==> config.mk <==
export PLATFORM = sky130hd
export DESIGN_NAME = dac_master_addr
export DESIGN_NICKNAME = d
export VERILOG_FILES = /design/src/rtl/dac_pkg.sv /design/src/rtl/dac_base_reg.sv /design/src/rtl/dac_cmd_map.sv /design/src/rtl/dac_addr_fsm.sv /design/src/rtl/dac_tgt_filter.sv /design/src/rtl/dac_master_addr.sv
export SDC_FILE = /design/constraint.sdc
export NUM_CORES = 1
export LEC_CHECK = 0
export BUFFER_PORTS_ARGS = -buffer_cell sky130_fd_sc_hd__buf_2
export CORE_MARGIN = 4
export CORE_UTILIZATION = 52
export DETAILED_ROUTE_END_ITERATION = 7
export PLACE_DENSITY_LB_ADDON = 0.1
export SETUP_SLACK_MARGIN = 0.02
export SYNTH_ARGS = -nofsm -noshare
export SYNTH_HDL_FRONTEND = slang
export SYNTH_SLANG_ARGS = --single-unit
==> constraint.sdc <==
create_clock -name clk -period 1.8 [get_ports clk]
set_input_delay 0 -clock clk [delete_from_list [all_inputs] [get_ports clk]]
set_output_delay 0 -clock clk [all_outputs]
set_load 0.02 [all_outputs]
==> src/rtl/dac_pkg.sv <==
package dac_pkg;
    localparam logic [3:0] CMD_MEM_RD = 4'b0110;
    localparam logic [3:0] CMD_MEM_WR = 4'b0111;
    localparam logic [3:0] CMD_DUAL   = 4'b1101;

    typedef enum logic [2:0] {
        ST_IDLE    = 3'd0,
        ST_ADDR_LO = 3'd1,
        ST_ADDR_HI = 3'd2,
        ST_DONE    = 3'd3,
        ST_DATA    = 3'd4
    } phase_t;
endpackage

==> src/rtl/dac_base_reg.sv <==
module dac_base_reg #(
    parameter int AD_W = 32
) (
    input  logic            clk,
    input  logic            rst_n,
    input  logic            wr_en,
    input  logic [AD_W-1:0] wr_data,
    output logic [AD_W-1:0] base_o
);
    always_ff @(posedge clk or negedge rst_n) begin
        if (!rst_n)
            base_o <= '0;
        else if (wr_en)
            base_o <= wr_data;
    end
endmodule

==> src/rtl/dac_cmd_map.sv <==
module dac_cmd_map #(
    parameter int CBE_W = 4
) (
    input  logic             is_write,
    output logic [CBE_W-1:0] cmd_o
);
    import dac_pkg::*;
    always_comb begin
        cmd_o = is_write ? CMD_MEM_WR : CMD_MEM_RD;
    end
endmodule

==> src/rtl/dac_addr_fsm.sv <==
module dac_addr_fsm #(
    parameter int AD_W  = 32,
    parameter int CBE_W = 4
) (
    input  logic             clk,
    input  logic             rst_n,
    input  logic             req_valid,
    input  logic [AD_W-1:0]  req_addr,
    input  logic [CBE_W-1:0] req_cmd,
    input  logic [AD_W-1:0]  base_i,
    input  logic             cyc_end,
    output logic             req_ready,
    output logic [AD_W-1:0]  ad_o,
    output logic             ad_oe,
    output logic [CBE_W-1:0] cbe_n,
    output logic             frame_n,
    output logic             addr_done
);
    import dac_pkg::*;

    localparam logic [CBE_W-1:0] IDLE_CBE = {CBE_W{1'b1}};

    phase_t           state_q, state_d;
    logic [AD_W-1:0]  lo_q, hi_q;
    logic [CBE_W-1:0] cmd_q;
    logic             dual_q;
    logic             take;

    assign take = (state_q == ST_IDLE) && req_valid;

    // state register
    always_ff @(posedge clk or negedge rst_n) begin
        if (!rst_n)
            state_q <= ST_IDLE;
        else
            state_q <= state_d;
    end

    // request capture, base snapshot on the accepting edge
    always_ff @(posedge clk or negedge rst_n) begin
        if (!rst_n) begin
            lo_q   <= '0;
            hi_q   <= '0;
            cmd_q  <= IDLE_CBE;
            dual_q <= 1'b0;
        end else if (take) begin
            lo_q   <= req_addr;
            hi_q   <= base_i;
            cmd_q  <= req_cmd;
            dual_q <= |base_i;
        end
    end

    // transitions
    always_comb begin
        state_d = state_q;
        unique case (state_q)
            ST_IDLE:    if (req_valid) state_d = ST_ADDR_LO;
            ST_ADDR_LO: state_d = dual_q ? ST_ADDR_HI : ST_DONE;
            ST_ADDR_HI: state_d = ST_DONE;
            ST_DONE:    state_d = cyc_end ? ST_IDLE : ST_DATA;
            ST_DATA:    if (cyc_end) state_d = ST_IDLE;
            default:    state_d = ST_IDLE;
        endcase
    end

    // outputs
    always_comb begin
        req_ready = 1'b0;
        ad_o      = '0;
        ad_oe     = 1'b0;
        cbe_n     = IDLE_CBE;
        frame_n   = 1'b0;
        addr_done = 1'b0;
        unique case (state_q)
            ST_IDLE: begin
                req_ready = 1'b1;
                frame_n   = 1'b1;
            end
            ST_ADDR_LO: begin
                ad_o  = lo_q;
                ad_oe = 1'b1;
                cbe_n = dual_q ? ~CMD_DUAL : ~cmd_q;
            end
            ST_ADDR_HI: begin
                ad_o  = hi_q;
                ad_oe = 1'b1;
                cbe_n = ~cmd_q;
            end
            ST_DONE: addr_done = 1'b1;
            ST_DATA: ;
            default: frame_n = 1'b1;
        endcase
    end


    single_len_chk: assert property (@(posedge clk) disable iff (!rst_n)
        (state_q == ST_ADDR_LO && !dual_q) |=> (state_q == ST_DONE));

    dual_len_chk: assert property (@(posedge clk) disable iff (!rst_n)
        (state_q == ST_ADDR_LO && dual_q) |=> (state_q == ST_ADDR_HI));

    hi_cmd_chk: assert property (@(posedge clk) disable iff (!rst_n)
        (state_q == ST_ADDR_HI) |-> (cbe_n != ~CMD_DUAL));

    snapshot_chk: assert property (@(posedge clk) disable iff (!rst_n)
        (state_q == ST_ADDR_HI) |-> (hi_q == $past(hi_q)));

    done_pulse_chk: assert property (@(posedge clk) disable iff (!rst_n)
        addr_done |=> !addr_done);

    done_frame_chk: assert property (@(posedge clk) disable iff (!rst_n)
        addr_done |-> !frame_n);

    busy_ignore_chk: assert property (@(posedge clk) disable iff (!rst_n)
        (!req_ready && state_q != ST_ADDR_LO) |=> (state_q != ST_ADDR_LO));
endmodule

==> src/rtl/dac_tgt_filter.sv <==
module dac_tgt_filter #(
    parameter int CBE_W = 4
) (
    input  logic             clk,
    input  logic             rst_n,
    input  logic             tgt_start,
    input  logic [CBE_W-1:0] tgt_cbe_n,
    output logic             tgt_hit
);
    import dac_pkg::*;

    logic [CBE_W-1:0] seen;
    assign seen = ~tgt_cbe_n;

    always_ff @(posedge clk or negedge rst_n) begin
        if (!rst_n)
            tgt_hit <= 1'b0;
        else
            tgt_hit <= tgt_start && ((seen == CMD_MEM_RD) || (seen == CMD_MEM_WR));
    end


    no_dual_claim_chk: assert property (@(posedge clk) disable iff (!rst_n)
        tgt_hit |-> ($past(tgt_start) && ($past(tgt_cbe_n) != ~CMD_DUAL)));
endmodule

==> src/rtl/dac_master_addr.sv <==
module dac_master_addr #(
    parameter int AD_W  = 32,
    parameter int CBE_W = 4
) (
    input  logic             clk,
    input  logic             rst_n,
    input  logic             base_wr_en,
    input  logic [AD_W-1:0]  base_wr_data,
    input  logic             req_valid,
    input  logic [AD_W-1:0]  req_addr,
    input  logic             req_write,
    output logic             req_ready,
    input  logic             cyc_end,
    output logic [AD_W-1:0]  ad_o,
    output logic             ad_oe,
    output logic [CBE_W-1:0] cbe_n,
    output logic             frame_n,
    output logic             addr_done,
    input  logic             tgt_start,
    input  logic [CBE_W-1:0] tgt_cbe_n,
    output logic             tgt_hit
);
    logic [AD_W-1:0]  base_q;
    logic [CBE_W-1:0] req_cmd;

    dac_base_reg #(.AD_W(AD_W)) u_base (
        .clk(clk), .rst_n(rst_n), .wr_en(base_wr_en),
        .wr_data(base_wr_data), .base_o(base_q)
    );

    dac_cmd_map #(.CBE_W(CBE_W)) u_cmd (
        .is_write(req_write), .cmd_o(req_cmd)
    );

    dac_addr_fsm #(.AD_W(AD_W), .CBE_W(CBE_W)) u_fsm (
        .clk(clk), .rst_n(rst_n), .req_valid(req_valid), .req_addr(req_addr),
        .req_cmd(req_cmd), .base_i(base_q), .cyc_end(cyc_end),
        .req_ready(req_ready), .ad_o(ad_o), .ad_oe(ad_oe), .cbe_n(cbe_n),
        .frame_n(frame_n), .addr_done(addr_done)
    );

    dac_tgt_filter #(.CBE_W(CBE_W)) u_tgt (
        .clk(clk), .rst_n(rst_n), .tgt_start(tgt_start),
        .tgt_cbe_n(tgt_cbe_n), .tgt_hit(tgt_hit)
    );


    oe_frame_chk: assert property (@(posedge clk) disable iff (!rst_n)
        ad_oe |-> !frame_n);

    idle_cbe_chk: assert property (@(posedge clk) disable iff (!rst_n)
        !ad_oe |-> (cbe_n == {CBE_W{1'b1}}));
endmodule

* After elaboration in Yosys (flattened, before gate mapping) *
Cells that the tools add are included.

storage, ports and cells
  flip-flop bits (word level) = 105
  logic and storage cells = 38

cells by class
  eq/ne operators = 8
  multiplexer cells = 13
  bitwise gates (word level) = 2
  reduce and logical (&&, ||, !) cells = 8

operators with widths
  cell                number
  $pmux 32 s2         1
  $reduce_or 32->1    1
  $pmux 3 s5          1
  $mux 3              3
  $eq 4x3->1 const B  2
  $not 4->4           2
  $pmux 4 s2          1
  $eq 3x2->1 const B  2
  $mux 1              6
  $mux 4              1
  $ne 2x2->1 const B  2
  $reduce_or 4->1     1
  $eq 3x1->1 const B  1
  $eq 3x3->1 const B  1
  $logic_not 3->1     1
  $logic_and 1x1->1   2
  $reduce_and 2->1    1
  $reduce_or 2->1     1
  $logic_or 1x1->1    1

* Depth between registers and ports, before layout *
Gate-level depths: netlist of the first run.

  word-level depth = 4
  gate-level depth with buffers = 6

* By module *
Synthesis of the first run repeated with hierarchy kept, for this count alone.

second synthesis, totals
  cell total of the unflattened synthesis = 299
  area, all modules = 4623.2 µm²

by module, submodules not included
  module          instances  cells each  area an instance (µm²)  sequential area each (µm²)
  dac_addr_fsm    1          223         3203.1                  1806.7
  dac_base_reg    1          68          1345.0                  800.8
  dac_cmd_map     1          6           37.5                    0.0
  dac_tgt_filter  1          2           37.5                    25.0

* Least setup slack after synthesis of the first run *
Ideal clock, no wire load.

  path type = reg2reg
  from = register u_fsm.state_q[0]
  to = register u_fsm.hi_q[14]
  setup time = 0.127 ns
  arrival = 1.496 ns
  required time = 1.673 ns
  setup slack = 0.176 ns
  cell stages (with the launch flop) = 6
  clock period less this slack = 1.624 ns
  cell sequence = dfrtp_1 -> buf_2 -> nor4b_4 -> buf_6 -> buf_6 -> mux2_1

between the ends
  longest elaborated chain between the ends = 2

RTL lines
  item                    line                RTL
  from (decl)             dac_addr_fsm.sv:23  phase_t state_q, state_d;
  from (signal assigned)  dac_addr_fsm.sv:36  state_q <= state_d;
  $logic_not 3->1         dac_addr_fsm.sv:29  assign take = (state_q == ST_IDLE) && req_valid;
  $logic_and 1x1->1       dac_addr_fsm.sv:29
  to (signal assigned)    dac_addr_fsm.sv:48  hi_q <= base_i;
  to (decl)               dac_addr_fsm.sv:24  logic [AD_W-1:0] lo_q, hi_q;

No other way between the ends.
A chain may end at the register's enable or synchronous reset.

* Final worst setup path of the first run *
  from = register u_fsm.state_q[1]
  to = output cbe_n[0]

between the ends
  longest elaborated chain between the ends = 2
  elaborated cells on any way between the ends = 3
  classes of those cells = eq/ne (2); mux (1)

RTL lines
  item                                      line                   RTL
  $eq 3x2->1 or $eq 3x1->1 (tied branches)  dac_addr_fsm.sv:75     unique case (state_q)
  $pmux 4 s2 (*)                            dac_addr_fsm.sv:75
  to (decl)                                 dac_master_addr.sv:16  output logic [CBE_W-1:0] cbe_n,

Mark *: on every way between the ends. The rest lies on a longest branch, timed or not.

==> impl_metrics.toml, run 1 <==
[timing]
fin_crit_sh_pct = 99.0
maxSlewHeadroom_pct = 72.0
setup_violations = 0
grt_setup_unrepaired = "yes"
clock-skew-final_ps = 10.3
setup_ws_ps = 17.8
period_needed_ps = 1780
tightest_slew_ps = 420
slew_viol_final = 0
hold_viol = 0
timing.fmax_mhz = 561
tns_ps = 0

[yosys]
synth_edf_count = 0
synthDominantCellAreaShare_pct = 58.7
syn_nets = 362
synth_area_leaders = "dfrtp_1 (59%), mux2_2 (21%), a22o_1 (6.5%)"
netlist_area_mm2 = 0.00431
syn_inst = 287
async_reset_ff_share_pct = 100
yosysWarningCount = 0
synth_cell_type_count = 26
synth_top_area_cell = "dfrtp_1"
synth_seq_cells = 103
postSynthAreaPerCell_um2 = 15.0
synth-seq-area-share_pct = 59.9
ys.flop_type = "dfrtp_1"

[clock_network]
clock_path_buffers = 2
cts-buffers-inserted = 9
root_buffer = "clkbuf_8"
htreeDepth = 3
cts.clk_slew.worst_paths_ps = 90
clk_latency_ps = 350
tritoncts = "done"
cts.sinks = 103

[placement]
gp_congestion = 0.758
dp_slack_ps = 147
hpwl_um = 6390
portBuffers = 114

[detailed_routing]
vias = 3172
first_pass_iters = 4
wirelength_um = 10600
via_per_inst = 5.31
wire_per_inst_um = 17.8
ant_nets = 0
first_iter_violations = 63
drc = 0

[global_route]
grt.overflow.total = 0
antenna_found_initial = 0
grt_max_degree = 49
grt_pass1_vias = 3489
grt.total_usage_pct = 21.6
grt_pass1_wl_um = 16900

[floorplanning]
die_h_um = 99.0
io_pins = 116
rows = 32
die_w_um = 99.0
coreArea_mm2 = 0.00789
die_area_mm2 = 0.00980
start_util_pct = 54.6

[power_and_ir_drop]
ir_worst_vdd_mv = 0.905
power.leakage_nw = 2.93
powerDensity_mw_per_mm2 = 1640

[critical_path]
critPathCaptureType = "output port"
startpoint_type = "flop"
cp_max_fo = 4
r2r_cells = 5
required_ps = 1800
path_class = "reg -> out"
worst_ep_arrival_time_ps = 1780

[cells_and_area]
final_nets = 566
area_growth_pct = 48.4
drive_gt1_share_pct = 50.9
n_antenna_cell = 0
mostFrequentLayoutCells = "dfrtp_1 (100), buf_2 (84), mux2_2 (77)"
final_common_cell = "dfrtp_1"

[job]
drv_cap = 0

[outcome]
status = "complete, no violations"

[worst_hold_path]
hold_path_class = "in -> async"
cell type report:
cell class / count / area (um2)
Multi-Input combinational cell: 161 / 1640
Timing Repair Buffer: 213 / 1820
Clock buffer: 10 / 128
Tap cell: 102 / 128
Fill cell: 452 / 1500
Sequential cell: 103 / 2580
Inverter: 3 / 11.3
Clock inverter: 5 / 82.6
synth_stat cells (3+ instances only):
library cell,instances
dfrtp_1,101
mux2_2,80
a22o_1,32
mux2_1,17
nor4_1,8
buf_2,6
buf_4,4
clkbuf_1,4
buf_1,3
buf_6,3
inv_1,3
nor2_1,3
o21ai_0,3
or2_2,3
state kept, by name, indices dropped and copies added, names as in the netlist:
register / flops
u_base.base_o: 32
u_fsm.cmd_q: 2
u_fsm.dual_q: 1
u_fsm.hi_q: 32
u_fsm.lo_q: 32
u_fsm.state_q: 3
u_tgt.tgt_hit: 1
logic make-up after synthesis:
family,after synthesis,share of synthesized area [%]
AO/OA/AOI/OAI,39,7.41
XOR/XNOR,1,0.203
AND/OR/NAND/NOR,24,4.07
flip-flops,103,59.9
multiplexers,97,25.4
buffers and inverters,23,3.05
layer usage:
metal | wire length, um | part of all wire, % | vias up | track usage, %
met3 | 506 | 4.8 | 14 | 4.25
met1 | 4330 | 41 | 1608 | 26.5
met5 | 0 | 0 | - | 0
met2 | 5660 | 53 | 89 | 38.9
met4 | 136 | 1.3 | 0 | 5.25
li1 | - | - | 1461 | -
timing repair:
item	in CTS	in global routing
hold buffers	70	0
hold endpoints to repair	171	0
setup buffers	10	3
cloned	1	2
gates resized for setup	16	71
setup endpoints to repair	35	39
pin swaps	2	16
per-stage QoR:
stage | hold slack [ps] | cells | power [mW] | utilization, % | instance area [um2]
floorplan | -296 | 287 | 6.37 | - | 4310
global placement | -74.5 | 497 | 7.49 | 64.1 | 5050
detailed placement | -71.7 | 497 | 7.62 | 64.1 | 5050
CTS | 83.3 | 593 | 9.60 | 77.2 | 6090
global route | 109 | 597 | 11.0 | 81.0 | 6390
finish | 84.7 | 597 | 10.5 | 81.0 | 6390
final timing paths:
kind,startpoint,endpoint,slack [ps]
max reg2reg,u_fsm.state_q[2],u_fsm.hi_q[30],40
max,u_fsm.state_q[1],cbe_n[0],20
min in group clk,base_wr_en,u_base.base_o[2],180
max in group asynchronous,rst_n,u_fsm.hi_q[31],1130
min,rst_n,u_fsm.lo_q[16],80
min reg2reg,u_fsm.hi_q[18],u_fsm.hi_q[18],500
critical path: stages, from the launching register on:
cell,delay (ps)
dfrtp_1,430
buf_6,140
nor3b_4,150
buf_6,120
buf_6,120
or2_4,260
o21ai_2,70
buf_6,140
power breakdown:
group,switching [mW],internal (mW)
Sequential,0.513,3.18
Clock,0.764,0.783
Combinational,2.35,2.88
No activity file was read; power rests on OpenSTA's default activity.
==> run 2, diff against run 1 <==
- BUFFER_PORTS_ARGS: -buffer_cell sky130_fd_sc_hd__buf_2 -> unset
- CORE_UTILIZATION: 52 -> 55
- DONT_BUFFER_PORTS: unset -> 1
==> impl_metrics.toml, run 2 <==
[floorplanning]
die_h_um = 96.5
die_w_um = 96.5
rows = 32
start_util_pct = 56.0
io_pins = 116

[yosys]
async_reset_ff_share_pct = 100
synth_top_area_cell = "dfrtp_1"
ys_top_cells_by_count = "dfrtp_1 (101), mux2_2 (80), a22o_1 (32)"
netlist_area_mm2 = 0.00431
synth_seq_cells = 103
synth-seq-area-share_pct = 59.9
synth.most_common_cell = "dfrtp_1"
postSynthAreaPerCell_um2 = 15.0
synth_edf_count = 0
synth_area_leaders = "dfrtp_1 (59%), mux2_2 (21%), a22o_1 (6.5%)"
yosysWarningCount = 0
synth_cell_type_count = 26
syn_nets = 362
ys.flop_type = "dfrtp_1"
synthDominantCellAreaShare_pct = 58.7
syn_inst = 287

[clock_network]
clock_path_buffers = 2
root_buffer = "clkbuf_8"
holdBufCountCts = 101
cts_resized = 6
cts.sinks = 103
post-cts-setup-buffers = 7
cts-buffers-inserted = 9
htreeDepth = 3

[outcome]
status = "did not finish"
stop_stage = "4_1_cts"
error = "[ERROR RSZ-0060] Max buffer count reached."

[placement]
portBuffers = 0
dp_slack_ps = 165
gp_congestion = 0.687
hpwl_um = 5480
[run 2: cell counts after synthesis]
No cell type changed its count.
[run 2: kinds of logic after synthesis]
group	Yosys count	share of synthesized area (%)
AOI/OAI and AO/OA	39	7.41
muxes	97	25.4
xor gates and xnor gates	1	0.203
DFF	103	59.9
buffers and inverters	23	3.05
and+or+nand+nor	24	4.07
[run 2: metrics by stage]
stage | cells | instance area (um2)
floorplan | 287 | 4310
global placement | 385 | 4480
detailed placement | 385 | 4480
==> run 3, diff against run 2 <==
- CORE_UTILIZATION: 55 -> 40
- PLACE_DENSITY_LB_ADDON: 0.1 -> 0.15
- SETUP_SLACK_MARGIN: 0.02 -> unset
==> impl_metrics.toml, run 3 <==
[placement]
dp.cells = 418
portBuffers = 0
hpwl_um = 5890
gp_congestion = 0.709

[outcome]
error = "[ERROR RSZ-0060] Max buffer count reached."
status = "did not finish"
stop_stage = "4_1_cts"

[clock_network]
htreeDepth = 3
cts.sinks = 103
cts-buffers-inserted = 9
clock_path_buffers = 2
holdBufCountCts = 101
post-cts-setup-buffers = 10
cts_resized = 8
root_buffer = "clkbuf_8"

[yosys]
async_reset_ff_share_pct = 100
synth.most_common_cell = "dfrtp_1"
syn_nets = 362
synth_area_leaders = "dfrtp_1 (59%), mux2_2 (21%), a22o_1 (6.5%)"
netlist_area_mm2 = 0.00431
postSynthAreaPerCell_um2 = 15.0
synth_cell_type_count = 26
yosysWarningCount = 0
synthDominantCellAreaShare_pct = 58.7
synth-seq-area-share_pct = 59.9
synth_edf_count = 0
synth_seq_cells = 103
ys.flop_type = "dfrtp_1"
ys_top_cells_by_count = "dfrtp_1 (101), mux2_2 (80), a22o_1 (32)"
synth_top_area_cell = "dfrtp_1"
syn_inst = 287

[floorplanning]
io_pins = 116
die_w_um = 112
rows = 37
start_util_pct = 41.3
die_h_um = 112
run 3: logic make-up after synthesis:
| logic type | synth area share (%) |
|---|---|
| and+or+nand+nor | 4.07 |
| buffers and inverters | 3.05 |
| DFF | 59.9 |
| AOI/OAI and AO/OA | 7.41 |
| muxes | 25.4 |
| xor gates and xnor gates | 0.203 |
run 3: stage by stage:
stage                     setup WS (ps)  cell area, um2  hold slack, ps
after detailed placement            154            4510            -292
after global placement              168            4510            -292
after floorplan                     176            4310            -296
